[config.mk]
export PLATFORM = sky130hd
export DESIGN_NAME = aal5rx_frame_rx
export DESIGN_NICKNAME = d
export VERILOG_FILES = /design/src/rtl/aal5rx_pkg.sv /design/src/rtl/aal5rx_crc32.sv /design/src/rtl/aal5rx_cell_store.sv /design/src/rtl/aal5rx_reader.sv /design/src/rtl/aal5rx_frame_rx.sv
export SDC_FILE = /design/constraint.sdc
export NUM_CORES = 1
export LEC_CHECK = 0
export BUFFER_PORTS_ARGS = -buffer_cell sky130_fd_sc_hd__clkbuf_2
export CAP_MARGIN = 20
export CORE_MARGIN = 5
export CORE_UTILIZATION = 60
export CTS_CLUSTER_DIAMETER = 60
export CTS_CLUSTER_SIZE = 30
export DETAILED_ROUTE_END_ITERATION = 6
export GPL_TIMING_DRIVEN = 0
export PLACE_DENSITY = 0.76
export SYNTH_ARGS = -nofsm -noshare
export SYNTH_HDL_FRONTEND = slang
export SYNTH_SLANG_ARGS = --single-unit
[constraint.sdc]
create_clock -name clk -period 5.5 [get_ports clk]
set_input_delay 1.1 -clock clk [delete_from_list [all_inputs] [get_ports clk]]
set_output_delay 1.1 -clock clk [all_outputs]
set_load 0.01 [all_outputs]
[src/rtl/aal5rx_pkg.sv]
package aal5rx_pkg;

    localparam int CELL_WORDS = 12;
    localparam int TRL_A      = CELL_WORDS - 2;
    localparam int TRL_B      = CELL_WORDS - 1;
    localparam int IDX_W      = 4;

    localparam logic [31:0] CRC_POLY    = 32'h04C1_1DB7;
    localparam logic [31:0] CRC_RESIDUE = 32'hC704_DD7B;

    typedef enum logic [1:0] {
        S_FREE  = 2'd0,
        S_FILL  = 2'd1,
        S_HELD  = 2'd2,
        S_READY = 2'd3
    } slot_st_e;

    typedef struct packed {
        logic             first;
        logic             last;
        logic             has_eof;
        logic             err;
        logic [IDX_W-1:0] pw;
    } slot_meta_t;

    function automatic logic [31:0] crc32_step(input logic [31:0] c,
                                               input logic [31:0] d);
        logic [31:0] r;
        logic        fb;
        r = c;
        for (int i = 31; i >= 0; i--) begin
            fb = r[31] ^ d[i];
            r  = {r[30:0], 1'b0} ^ (fb ? CRC_POLY : 32'h0);
        end
        return r;
    endfunction

endpackage

[src/rtl/aal5rx_crc32.sv]
module aal5rx_crc32
    import aal5rx_pkg::*;
(
    input  logic [31:0] crc_i,
    input  logic [31:0] data_i,
    output logic [31:0] crc_o
);
    always_comb begin
        crc_o = crc32_step(crc_i, data_i);
    end
endmodule

[src/rtl/aal5rx_cell_store.sv]
module aal5rx_cell_store
    import aal5rx_pkg::*;
#(
    parameter int NSLOT  = 3,
    parameter int SLOT_W = 2
) (
    input  logic              clk,
    input  logic              we_i,
    input  logic [SLOT_W-1:0] wslot_i,
    input  logic [IDX_W-1:0]  widx_i,
    input  logic [31:0]       wdata_i,
    input  logic [SLOT_W-1:0] rslot_i,
    input  logic [IDX_W-1:0]  ridx_i,
    output logic [31:0]       rdata_o
);
    localparam int DEPTH  = NSLOT * CELL_WORDS;
    localparam int ADDR_W = $clog2(DEPTH);

    logic [31:0]       mem_q [DEPTH];
    logic [ADDR_W-1:0] waddr, raddr;

    always_comb begin
        waddr   = ADDR_W'(wslot_i) * ADDR_W'(CELL_WORDS) + ADDR_W'(widx_i);
        raddr   = ADDR_W'(rslot_i) * ADDR_W'(CELL_WORDS) + ADDR_W'(ridx_i);
        rdata_o = mem_q[raddr];
    end

    always_ff @(posedge clk) begin
        if (we_i) begin
            mem_q[waddr] <= wdata_i;
        end
    end
endmodule

[src/rtl/aal5rx_reader.sv]
module aal5rx_reader
    import aal5rx_pkg::*;
#(
    parameter int NSLOT  = 3,
    parameter int SLOT_W = 2
) (
    input  logic                         clk,
    input  logic                         rst_n,
    input  logic [NSLOT-1:0]             ready_i,
    input  slot_meta_t [NSLOT-1:0]       meta_i,
    input  logic [31:0]                  rdata_i,
    output logic [SLOT_W-1:0]            rslot_o,
    output logic [IDX_W-1:0]             ridx_o,
    output logic                         done_o,
    output logic                         out_valid,
    output logic                         out_sof,
    output logic                         out_eof,
    output logic                         out_den,
    output logic                         out_err,
    output logic [31:0]                  out_data
);
    typedef struct packed {
        logic [SLOT_W-1:0] slot;
        logic [IDX_W-1:0]  idx;
        logic              valid;
        logic              sof;
        logic              eof;
        logic              den;
        logic              err;
        logic [31:0]       data;
    } rd_t;

    rd_t        rd_d, rd_q;
    slot_meta_t m;
    logic       cur_rdy;

    always_comb begin
        rd_d    = rd_q;
        m       = meta_i[rd_q.slot];
        cur_rdy = ready_i[rd_q.slot];
        done_o  = 1'b0;
        rd_d.valid = 1'b0;
        rd_d.sof   = 1'b0;
        rd_d.eof   = 1'b0;
        rd_d.den   = 1'b0;
        rd_d.err   = 1'b0;
        if (cur_rdy) begin
            rd_d.den   = rd_q.idx < m.pw;
            rd_d.valid = rd_d.den || (m.last && rd_q.idx >= IDX_W'(TRL_A));
            rd_d.sof   = m.first && rd_q.idx == '0 && rd_d.den;
            rd_d.eof   = m.has_eof && rd_d.den && rd_q.idx == m.pw - 4'd1;
            rd_d.err   = m.last && m.err && rd_q.idx == IDX_W'(TRL_B);
            rd_d.data  = rdata_i;
            if (rd_q.idx == IDX_W'(TRL_B)) begin
                done_o    = 1'b1;
                rd_d.idx  = '0;
                rd_d.slot = (rd_q.slot == SLOT_W'(NSLOT - 1)) ? '0 : rd_q.slot + 1'b1;
            end else begin
                rd_d.idx = rd_q.idx + 1'b1;
            end
        end
    end

    always_ff @(posedge clk or negedge rst_n) begin
        if (!rst_n) begin
            rd_q <= '0;
        end else begin
            rd_q <= rd_d;
        end
    end

    assign rslot_o   = rd_q.slot;
    assign ridx_o    = rd_q.idx;
    assign out_valid = rd_q.valid;
    assign out_sof   = rd_q.sof;
    assign out_eof   = rd_q.eof;
    assign out_den   = rd_q.den;
    assign out_err   = rd_q.err;
    assign out_data  = rd_q.data;

    assert_eof_with_den_R4: assert property (@(posedge clk) disable iff (!rst_n)
        out_eof |-> (out_den && out_valid));
    assert_den_is_valid_R3: assert property (@(posedge clk) disable iff (!rst_n)
        out_den |-> out_valid);
    assert_err_on_trailer_R7: assert property (@(posedge clk) disable iff (!rst_n)
        out_err |-> (out_valid && !out_den && !out_sof));
    assert_trailer_follows_eof_R6: assert property (@(posedge clk) disable iff (!rst_n)
        out_eof |=> !out_den);
endmodule

[src/rtl/aal5rx_frame_rx.sv]
module aal5rx_frame_rx
    import aal5rx_pkg::*;
#(
    parameter int NSLOT = 3,
    parameter int LEN_W = 16
) (
    input  logic        clk,
    input  logic        rst_n,
    input  logic        in_valid,
    input  logic        in_soc,
    input  logic [31:0] in_data,
    output logic        out_valid,
    output logic        out_sof,
    output logic        out_eof,
    output logic        out_den,
    output logic        out_err,
    output logic [31:0] out_data
);
    localparam int SLOT_W = (NSLOT > 1) ? $clog2(NSLOT) : 1;
    localparam int FW_W   = LEN_W;
    localparam int CW     = FW_W + 3;

    typedef struct packed {
        logic [IDX_W-1:0]        wc;
        logic [SLOT_W-1:0]       wslot;
        logic                    in_cell;
        logic                    cell_last;
        logic                    frame_start;
        logic [31:0]             crc;
        logic [FW_W-1:0]         fw;
        logic [LEN_W-1:0]        len;
        logic [SLOT_W-1:0]       held;
        logic                    held_vld;
        slot_st_e [NSLOT-1:0]    st;
        slot_meta_t [NSLOT-1:0]  meta;
    } ctl_t;

    ctl_t               ctl_d, ctl_q;
    logic [31:0]        crc_nx;
    logic               mem_we;
    logic [NSLOT-1:0]   rdy;
    logic [SLOT_W-1:0]  rd_slot;
    logic [IDX_W-1:0]   rd_idx;
    logic               rd_done;
    logic [31:0]        rd_data;
    logic [CW-1:0]      p_w, fw_w, d_last, d_pen;
    logic [IDX_W-1:0]   pw_last, pw_pen;
    logic               len_big, crc_bad;

    aal5rx_crc32 crc_i (
        .crc_i  (ctl_q.crc),
        .data_i (in_data),
        .crc_o  (crc_nx)
    );

    aal5rx_cell_store #(.NSLOT(NSLOT), .SLOT_W(SLOT_W)) store_i (
        .clk     (clk),
        .we_i    (mem_we),
        .wslot_i (ctl_q.wslot),
        .widx_i  (ctl_q.wc),
        .wdata_i (in_data),
        .rslot_i (rd_slot),
        .ridx_i  (rd_idx),
        .rdata_o (rd_data)
    );

    for (genvar g = 0; g < NSLOT; g++) begin : g_rdy
        assign rdy[g] = (ctl_q.st[g] == S_READY);
    end

    aal5rx_reader #(.NSLOT(NSLOT), .SLOT_W(SLOT_W)) reader_i (
        .clk       (clk),
        .rst_n     (rst_n),
        .ready_i   (rdy),
        .meta_i    (ctl_q.meta),
        .rdata_i   (rd_data),
        .rslot_o   (rd_slot),
        .ridx_o    (rd_idx),
        .done_o    (rd_done),
        .out_valid (out_valid),
        .out_sof   (out_sof),
        .out_eof   (out_eof),
        .out_den   (out_den),
        .out_err   (out_err),
        .out_data  (out_data)
    );

    // payload word counts for the last and the held cell of a frame
    always_comb begin
        p_w     = (CW'(ctl_q.len) + CW'(3)) >> 2;
        fw_w    = CW'(ctl_q.fw);
        d_last  = p_w - fw_w;
        d_pen   = p_w + CW'(CELL_WORDS) - fw_w;
        if (p_w <= fw_w)             pw_last = '0;
        else if (d_last > CW'(TRL_A)) pw_last = IDX_W'(TRL_A);
        else                         pw_last = d_last[IDX_W-1:0];
        if (p_w + CW'(CELL_WORDS) <= fw_w)  pw_pen = '0;
        else if (d_pen > CW'(CELL_WORDS))   pw_pen = IDX_W'(CELL_WORDS);
        else                                pw_pen = d_pen[IDX_W-1:0];
        len_big = CW'(ctl_q.len) > ((fw_w + CW'(TRL_A)) << 2);
        crc_bad = crc_nx != CRC_RESIDUE;
    end

    always_comb begin
        ctl_d  = ctl_q;
        mem_we = 1'b0;
        for (int i = 0; i < NSLOT; i++) begin
            if (rd_done && rd_slot == SLOT_W'(i)) ctl_d.st[i] = S_FREE;
        end
        if (in_valid && in_soc) begin
            ctl_d.in_cell   = 1'b1;
            ctl_d.wc        = '0;
            ctl_d.cell_last = in_data[1];
            ctl_d.st[ctl_q.wslot]         = S_FILL;
            ctl_d.meta[ctl_q.wslot]       = '0;
            ctl_d.meta[ctl_q.wslot].first = ctl_q.frame_start;
            if (ctl_q.frame_start) begin
                ctl_d.crc = '1;
                ctl_d.fw  = '0;
            end
        end else if (in_valid && ctl_q.in_cell) begin
            mem_we   = 1'b1;
            ctl_d.crc = crc_nx;
            ctl_d.wc  = ctl_q.wc + 1'b1;
            if (ctl_q.wc == IDX_W'(TRL_A)) ctl_d.len = in_data[LEN_W-1:0];
            if (ctl_q.wc == IDX_W'(TRL_B)) begin
                ctl_d.in_cell = 1'b0;
                ctl_d.wslot   = (ctl_q.wslot == SLOT_W'(NSLOT - 1)) ? '0 : ctl_q.wslot + 1'b1;
                if (!ctl_q.cell_last) begin
                    if (ctl_q.held_vld) begin
                        ctl_d.meta[ctl_q.held].pw = IDX_W'(CELL_WORDS);
                        ctl_d.st[ctl_q.held]      = S_READY;
                    end
                    ctl_d.held        = ctl_q.wslot;
                    ctl_d.held_vld    = 1'b1;
                    ctl_d.st[ctl_q.wslot] = S_HELD;
                    ctl_d.fw          = ctl_q.fw + FW_W'(CELL_WORDS);
                    ctl_d.frame_start = 1'b0;
                end else begin
                    ctl_d.meta[ctl_q.wslot].last    = 1'b1;
                    ctl_d.meta[ctl_q.wslot].pw      = pw_last;
                    ctl_d.meta[ctl_q.wslot].has_eof = (pw_last != '0);
                    ctl_d.meta[ctl_q.wslot].err     = crc_bad || len_big;
                    ctl_d.st[ctl_q.wslot]           = S_READY;
                    if (ctl_q.held_vld) begin
                        ctl_d.meta[ctl_q.held].pw      = pw_pen;
                        ctl_d.meta[ctl_q.held].has_eof = (pw_last == '0);
                        ctl_d.st[ctl_q.held]           = S_READY;
                    end
                    ctl_d.held_vld    = 1'b0;
                    ctl_d.frame_start = 1'b1;
                end
            end
        end
    end

    always_ff @(posedge clk or negedge rst_n) begin
        if (!rst_n) begin
            ctl_q             <= '0;
            ctl_q.frame_start <= 1'b1;
        end else begin
            ctl_q <= ctl_d;
        end
    end

    // a new cell must find its slot drained by the reader
    assert_slot_free_R9: assert property (@(posedge clk) disable iff (!rst_n)
        (in_valid && in_soc) |->
        (ctl_q.st[ctl_q.wslot] == S_FREE || (rd_done && rd_slot == ctl_q.wslot)));
endmodule

==> results of run 1 <==
layout make-up:
type                            count  area, um^2
Buffer                            136       545.5
Clock inverter                     70        1066
Tap cell                         1254        1569
Sequential cell                  1299       38270
Clock buffer                       90        2220
Timing Repair Buffer              156        1996
Multi-Input combinational cell   1576       17750
Inverter                           53       198.9
Fill cell                        5749       29580
sequential cells by signal, summed over array words and instances (netlist names):
signal / cells
ctl_q: 104
reader_i.out_data: 32
reader_i.out_sof: 1
reader_i.out_eof: 1
reader_i.out_valid: 1
store_i.mem_q: 1152
reader_i.rslot_o: 2
reader_i.out_err: 1
reader_i.ridx_o: 4
reader_i.out_den: 1
cell usage after synthesis (13+ instances only):
master	number
edfxtp_1	1152
mux4_2	352
xnor2_1	219
nand2_1	149
dfrtp_1	146
nor2_1	124
o21ai_0	119
clkbuf_1	102
a21oi_1	86
ha_1	69
xor2_1	63
inv_1	53
mux2i_1	44
nand3_1	31
buf_1	29
xnor2_2	25
mux2_2	22
nor3_1	22
nand4_1	17
nor2b_1	13
cell families (layout without fill, tap and decap cells):
group           count (synthesis)  after routing
compound gates                309            309
xor+xnor                      350            350
mux                           418            418
flops                        1299           1299
simple gates                  425            425
buf+inv                       190            505
other cells                     2              3
fa+ha+maj                      71             71
how the worst min path moves through the flow:
stage | from | end | slack, ns | cells after the start
2_1_floorplan | ctl_q[0] | ctl_q[0] | 0.45 | 2
3_3_place_gp | reader_i.out_data[29] | reader_i.out_data[29] | 0.46 | 2
3_5_place_dp | reader_i.out_data[31] | reader_i.out_data[31] | 0.47 | 2
4_1_cts | rst_n | ctl_q[44] | 0.34 | 1
5_1_grt | rst_n | ctl_q[68] | 0.37 | 1
6_report | rst_n | ctl_q[54] | 0.35 | 1
per-stage QoR:
stage	cells	util	instance area (um^2)	hold slack (ns)
after CTS	4601	0.6769	63080	0.3387
final	4634	0.6826	63610	0.3538
after detailed placement	4436	0.6389	59540	0.4737
after global placement	4390	0.6243	58180	0.4644
after floorplan	3065	-	56260	0.4523
after global routing	4634	0.6826	63610	0.3664
timing repair:
item / 4_1_cts / 5_1_grt
pin swaps: 3 / 4
buffers inserted: 5 / 8
setup endpoints to repair: 5 / 13
resized for setup: 35 / 18
per-layer routing:
| layer | track usage | vias up | routed length, um |
|---|---|---|---|
| met5 | 0 | - | 13 |
| met2 | 0.5171 | 2219 | 77320 |
| li1 | - | 12585 | - |
| met3 | 0.05529 | 381 | 14510 |
| met1 | 0.4047 | 16166 | 53220 |
| met4 | 0.1250 | 2 | 7847 |
==> out/results.txt, run 1 <==
RR Endpoint = reader_i.out_data[9]
Reg-to-reg startpoint = reader_i.rslot_o[1]
Post-DRT Antenna Nets = 0
Hold Violations, Final = 0
Yosys warnings = 0
Port-buffer cells = 71
Worst Hold Class = in2async
GRT Total Usage = 0.3071
Most frequent cells in the layout = 1152 x edfxtp_1, 352 x mux4_2, 208 x xnor2_1
Largest family of logic cells by synthesized area = multiplexers
Setup crit end = ctl_q[4]
Longest Clk Path Bufs = 3
Initial Utilization = 0.6037
Average size of a mapped cell = 18.36 um^2
Synth area leaders = edfxtp_1 61%, mux4_2 14%, dfrtp_1 6.5%
Arrival time at the worst endpoint = 5.91 ns
Fin crit period = 5.358 ns
Vias in the first global route = 31845
Critical path class = in2reg
Final setup viols = 0
Initial drt markers = 4708
Mapped Cells = 3064
Reg2reg path depth = 13
H-tree levels = 3
Fmax = 186.6 MHz
Relative slew slack = 0.2132
Worst setup SP type = input port
Post-synth top area cell = edfxtp_1
Initial antenna violation count = 3
Post-synth EDFFs = 1152
Tcrit/Tclk final = 0.9741
Worst skew pair latency = 0.70 ns
Core footprint = 0.09319 mm^2
Synth Area in Simple Gates = 0.03481
Row cnt = 112
Worst slew pin tran = 1.180 ns
Vias/cell = 6.766
Top delay family on crit path = XOR/XNOR gates
Post-synthesis cell type count = 83
WP buf/inv = 1
R2r setup slk = 0.35 ns
WP data required = 6.05 ns
Crit. End Element = flip-flop
Final Wtd Congestion = 0.8980
Crit path from = in_data[22]
Vias = 31353
Die W = 316.2 um
Clock-pin transition on the worst setup and hold timing paths = 0.10 ns
Post-synthesis xor/xnor area fraction = 0.06902
Die area = 0.09998 mm^2
Root Buffer Master = clkbuf_16
Max FO, Critical Path = 38
P&R area growth vs syn = 13.08%
Register area share after synthesis = 0.6804
Share of the synthesized area in the top cell type = 0.6149
Clk sink count = 1299
Max-capacitance violation count = 0
Total negative slack = 0 ns
Pre-antenna DRT Iters = 5
Compound-Gate Fraction of Synth Area = 0.03319
Number of I/O pins = 73
Slowest CP cell = xnor3_2
Worst Slack Setup Final = 0.1422 ns
Pre-CTS setup slack = -1.344 ns
GRT overflow = 0
Status = completed
Main flop type after synthesis = edfxtp_1
Ys async rst share = 0.1132
Cell Area, Synth = 0.05625 mm^2
Final slew viol count = 0
Pin count of the biggest net entering global routing = 106
CP cell instances = clkbuf_8, xor2_1, xnor3_2, xnor3_2, xnor2_4, xor2_2, xnor2_2, xor2_4, xor2_4, xor2_1, or3_1, a21oi_1, nand4_1, or4_4, a32o_2
Clock skew = 0.05001 ns
Die Ht = 316.2 um
CTS hold repair buffers = 0
Wire length of the first global-routing pass = 219.5 mm
Critical path depth = 15
Mux share of post-synthesis cell area = 0.1532
Per-cell routed wire length = 33.00 um
Ratio of cells with drive above 1 in the final layout = 0.2456
Number of remaining DRC errors = 0
Final WL = 152.9 mm
Placed wire-length estimate = 99.67 mm
CTS Buf Count = 86
Antenna Cells = 0
Most common cell after layout, fill and taps aside = edfxtp_1
Worst path max stage delay = 0.57 ns
CTS tree = done
Post-Synth Adder-Cell Area = 0.01606
NumNets Final = 3415
#FFs+latches synth = 1299
Power of run 1 is left out: the tool's default activity adds up to more than one toggle a clock period on the data nets, which glitch-free logic cannot reach.
==> inputs of run 2 (changes only) <==
--- a/config.mk
+++ b/config.mk
@@ -13,6 +13,7 @@
 export CTS_CLUSTER_SIZE = 30
 export DETAILED_ROUTE_END_ITERATION = 6
 export GPL_TIMING_DRIVEN = 0
+export MAX_ROUTING_LAYER = met4
 export PLACE_DENSITY = 0.76
 export SYNTH_ARGS = -nofsm -noshare
 export SYNTH_HDL_FRONTEND = slang
==> out/results.txt, run 2 (synthesis results as in run 1) <==
Tcrit/Tclk final = 0.9711 (was 0.9741)
Max FO, Critical Path = 39 (was 38)
Number of I/O pins = 73 (unchanged)
Pre-antenna DRT Iters = 6 (was 5)
CTS hold repair buffers = 0 (unchanged)
GRT overflow = 0 (unchanged)
Final Wtd Congestion = 0.9122 (was 0.8980)
Clk sink count = 1299 (unchanged)
Port-buffer cells = 71 (unchanged)
Fmax = 187.2 MHz (was 186.6 MHz)
Clock skew = 0.05699 ns (was 0.05001 ns)
Vias = 30866 (was 31353)
Max FFs per register = 1152 (unchanged)
Final slew viol count = 0 (unchanged)
WP data required = 6.05 ns (about the same)
Arrival time at the worst endpoint = 5.89 ns (was 5.91 ns)
NumNets Final = 3407 (was 3415)
Crit. End Element = flip-flop (unchanged)
Row cnt = 112 (unchanged)
Final Util = 0.6819 (was 0.6826)
Critical path class = in2reg (unchanged)
Longest Clk Path Bufs = 3 (unchanged)
Status = completed (unchanged)
Wire length of the first global-routing pass = 215.9 mm (was 219.5 mm)
Biggest register = store_i.mem_q (unchanged)
GRT Total Usage = 0.3103 (was 0.3071)
Post-DRT Antenna Nets = 0 (unchanged)
Vias in the first global route = 31272 (was 31845)
Initial drt markers = 4215 (was 4708)
Fin crit period = 5.341 ns (was 5.358 ns)
Worst skew pair latency = 0.70 ns (about the same)
Filler cell count = 5753 (was 5749)
Ratio of cells with drive above 1 in the final layout = 0.2455 (was 0.2456)
Die area = 0.09998 mm^2 (unchanged)
Max-capacitance violation count = 0 (unchanged)
Most frequent cells in the layout = 1152 x edfxtp_1, 352 x mux4_2, 205 x xnor2_1 (was 1152 x edfxtp_1, 352 x mux4_2, 208 x xnor2_1)
Pin count of the biggest net entering global routing = 108 (was 106)
Worst Hold Class = in2async (unchanged)
Initial antenna violation count = 2 (was 3)
Placed Cells = 4434 (was 4436)
CTS Buf Count = 85 (was 86)
P&R area growth vs syn = 12.97% (was 13.08%)
Final WL = 148.1 mm (was 152.9 mm)
Non-filler instance count after layout = 4630 (was 4634)
Relative slew slack = 0.2073 (was 0.2132)
Root Buffer Master = clkbuf_16 (unchanged)
Number of remaining DRC errors = 0 (unchanged)
Most common cell after layout, fill and taps aside = edfxtp_1 (unchanged)
Per-cell routed wire length = 31.98 um (was 33.00 um)
Final setup viols = 0 (unchanged)
Die W = 316.2 um (unchanged)
Worst slew pin tran = 1.189 ns (was 1.180 ns)
H-tree levels = 3 (unchanged)
Die Ht = 316.2 um (unchanged)
Initial Utilization = 0.6037 (unchanged)
Hold Violations, Final = 0 (unchanged)
Worst setup SP type = input port (unchanged)
Placed wire-length estimate = 99.06 mm (was 99.67 mm)
CTS tree = done (unchanged)
Clock-pin transition on the worst setup and hold timing paths = 0.11 ns (was 0.10 ns)
Core footprint = 0.09319 mm^2 (unchanged)
Vias/cell = 6.667 (was 6.766)
run 2: routing by layer:
layer	GRT usage	up-vias	routed length [um]
li1	-	12533	-
met1	0.4131	16083	52770
met2	0.5000	1936	75090
met3	0.04503	314	13720
met4	0.1153	0	6472
met5	-	-	0
run 2: final cells by class:
| cell class | count | area [um^2] | share of cell area |
|---|---|---|---|
| diodes | 3 | 7.507 | 0.0001181 |
| repair buffers | 149 | 1864 | 0.02934 |
| flip-flops and latches | 1299 | 38270 | 0.6023 |
| inverters | 53 | 198.9 | 0.003131 |
| plain buffers | 136 | 551.8 | 0.008683 |
| clock buffers | 93 | 2263 | 0.03562 |
| multi-input cells | 1576 | 17800 | 0.2801 |
| well taps | 1254 | 1569 | 0.02469 |
| clock inverters | 67 | 1021 | 0.01607 |
run 2: repair_timing:
action / in CTS / in global routing
buffers inserted: 8 / 5
resized for setup: 38 / 23
endpoints found under the setup margin: 7 / 20
pin swaps: 4 / 6
run 2: worst paths after layout:
kind                                  startpoint                    end  slack [ns]  depth (start not counted)
min reg2reg                reader_i.out_data[29]  reader_i.out_data[29]        0.50                          2
max reg2reg                            ctl_q[33]              ctl_q[18]        0.43                         19
max in group asynchronous                  rst_n  reader_i.out_data[16]        4.18                          2
min in group clk           reader_i.out_data[29]  reader_i.out_data[29]        0.50                          2
max                                  in_data[28]              ctl_q[20]        0.16                         13
min                                        rst_n              ctl_q[90]        0.33                          1
run 2: worst max-delay path, stage by stage:
cell	delay, ns
clkbuf_4	0.44
xor2_2	0.29
xnor3_1	0.58
xnor2_4	0.39
xor2_2	0.41
xor2_2	0.19
xnor2_2	0.40
xnor2_2	0.22
xnor3_1	0.44
nor4_2	0.28
o211ai_1	0.14
or4_4	0.63
a32o_2	0.29
run 2: through the flow:
step	hold WS, ns	area (um^2)	TNS, ns	setup slack [ns]
6_report	0.3325	63550	0	0.1589
5_1_grt	0.3455	63540	-0.0003832	-0.0003832
4_1_cts	0.3112	63080	0	0.02183
3_5_place_dp	0.4754	59490	-6.250	-1.310
3_3_place_gp	0.4656	58180	-707.98	-1.157
2_1_floorplan	0.4523	56260	0	0.3237
Power of run 2 is left out for the same reason.
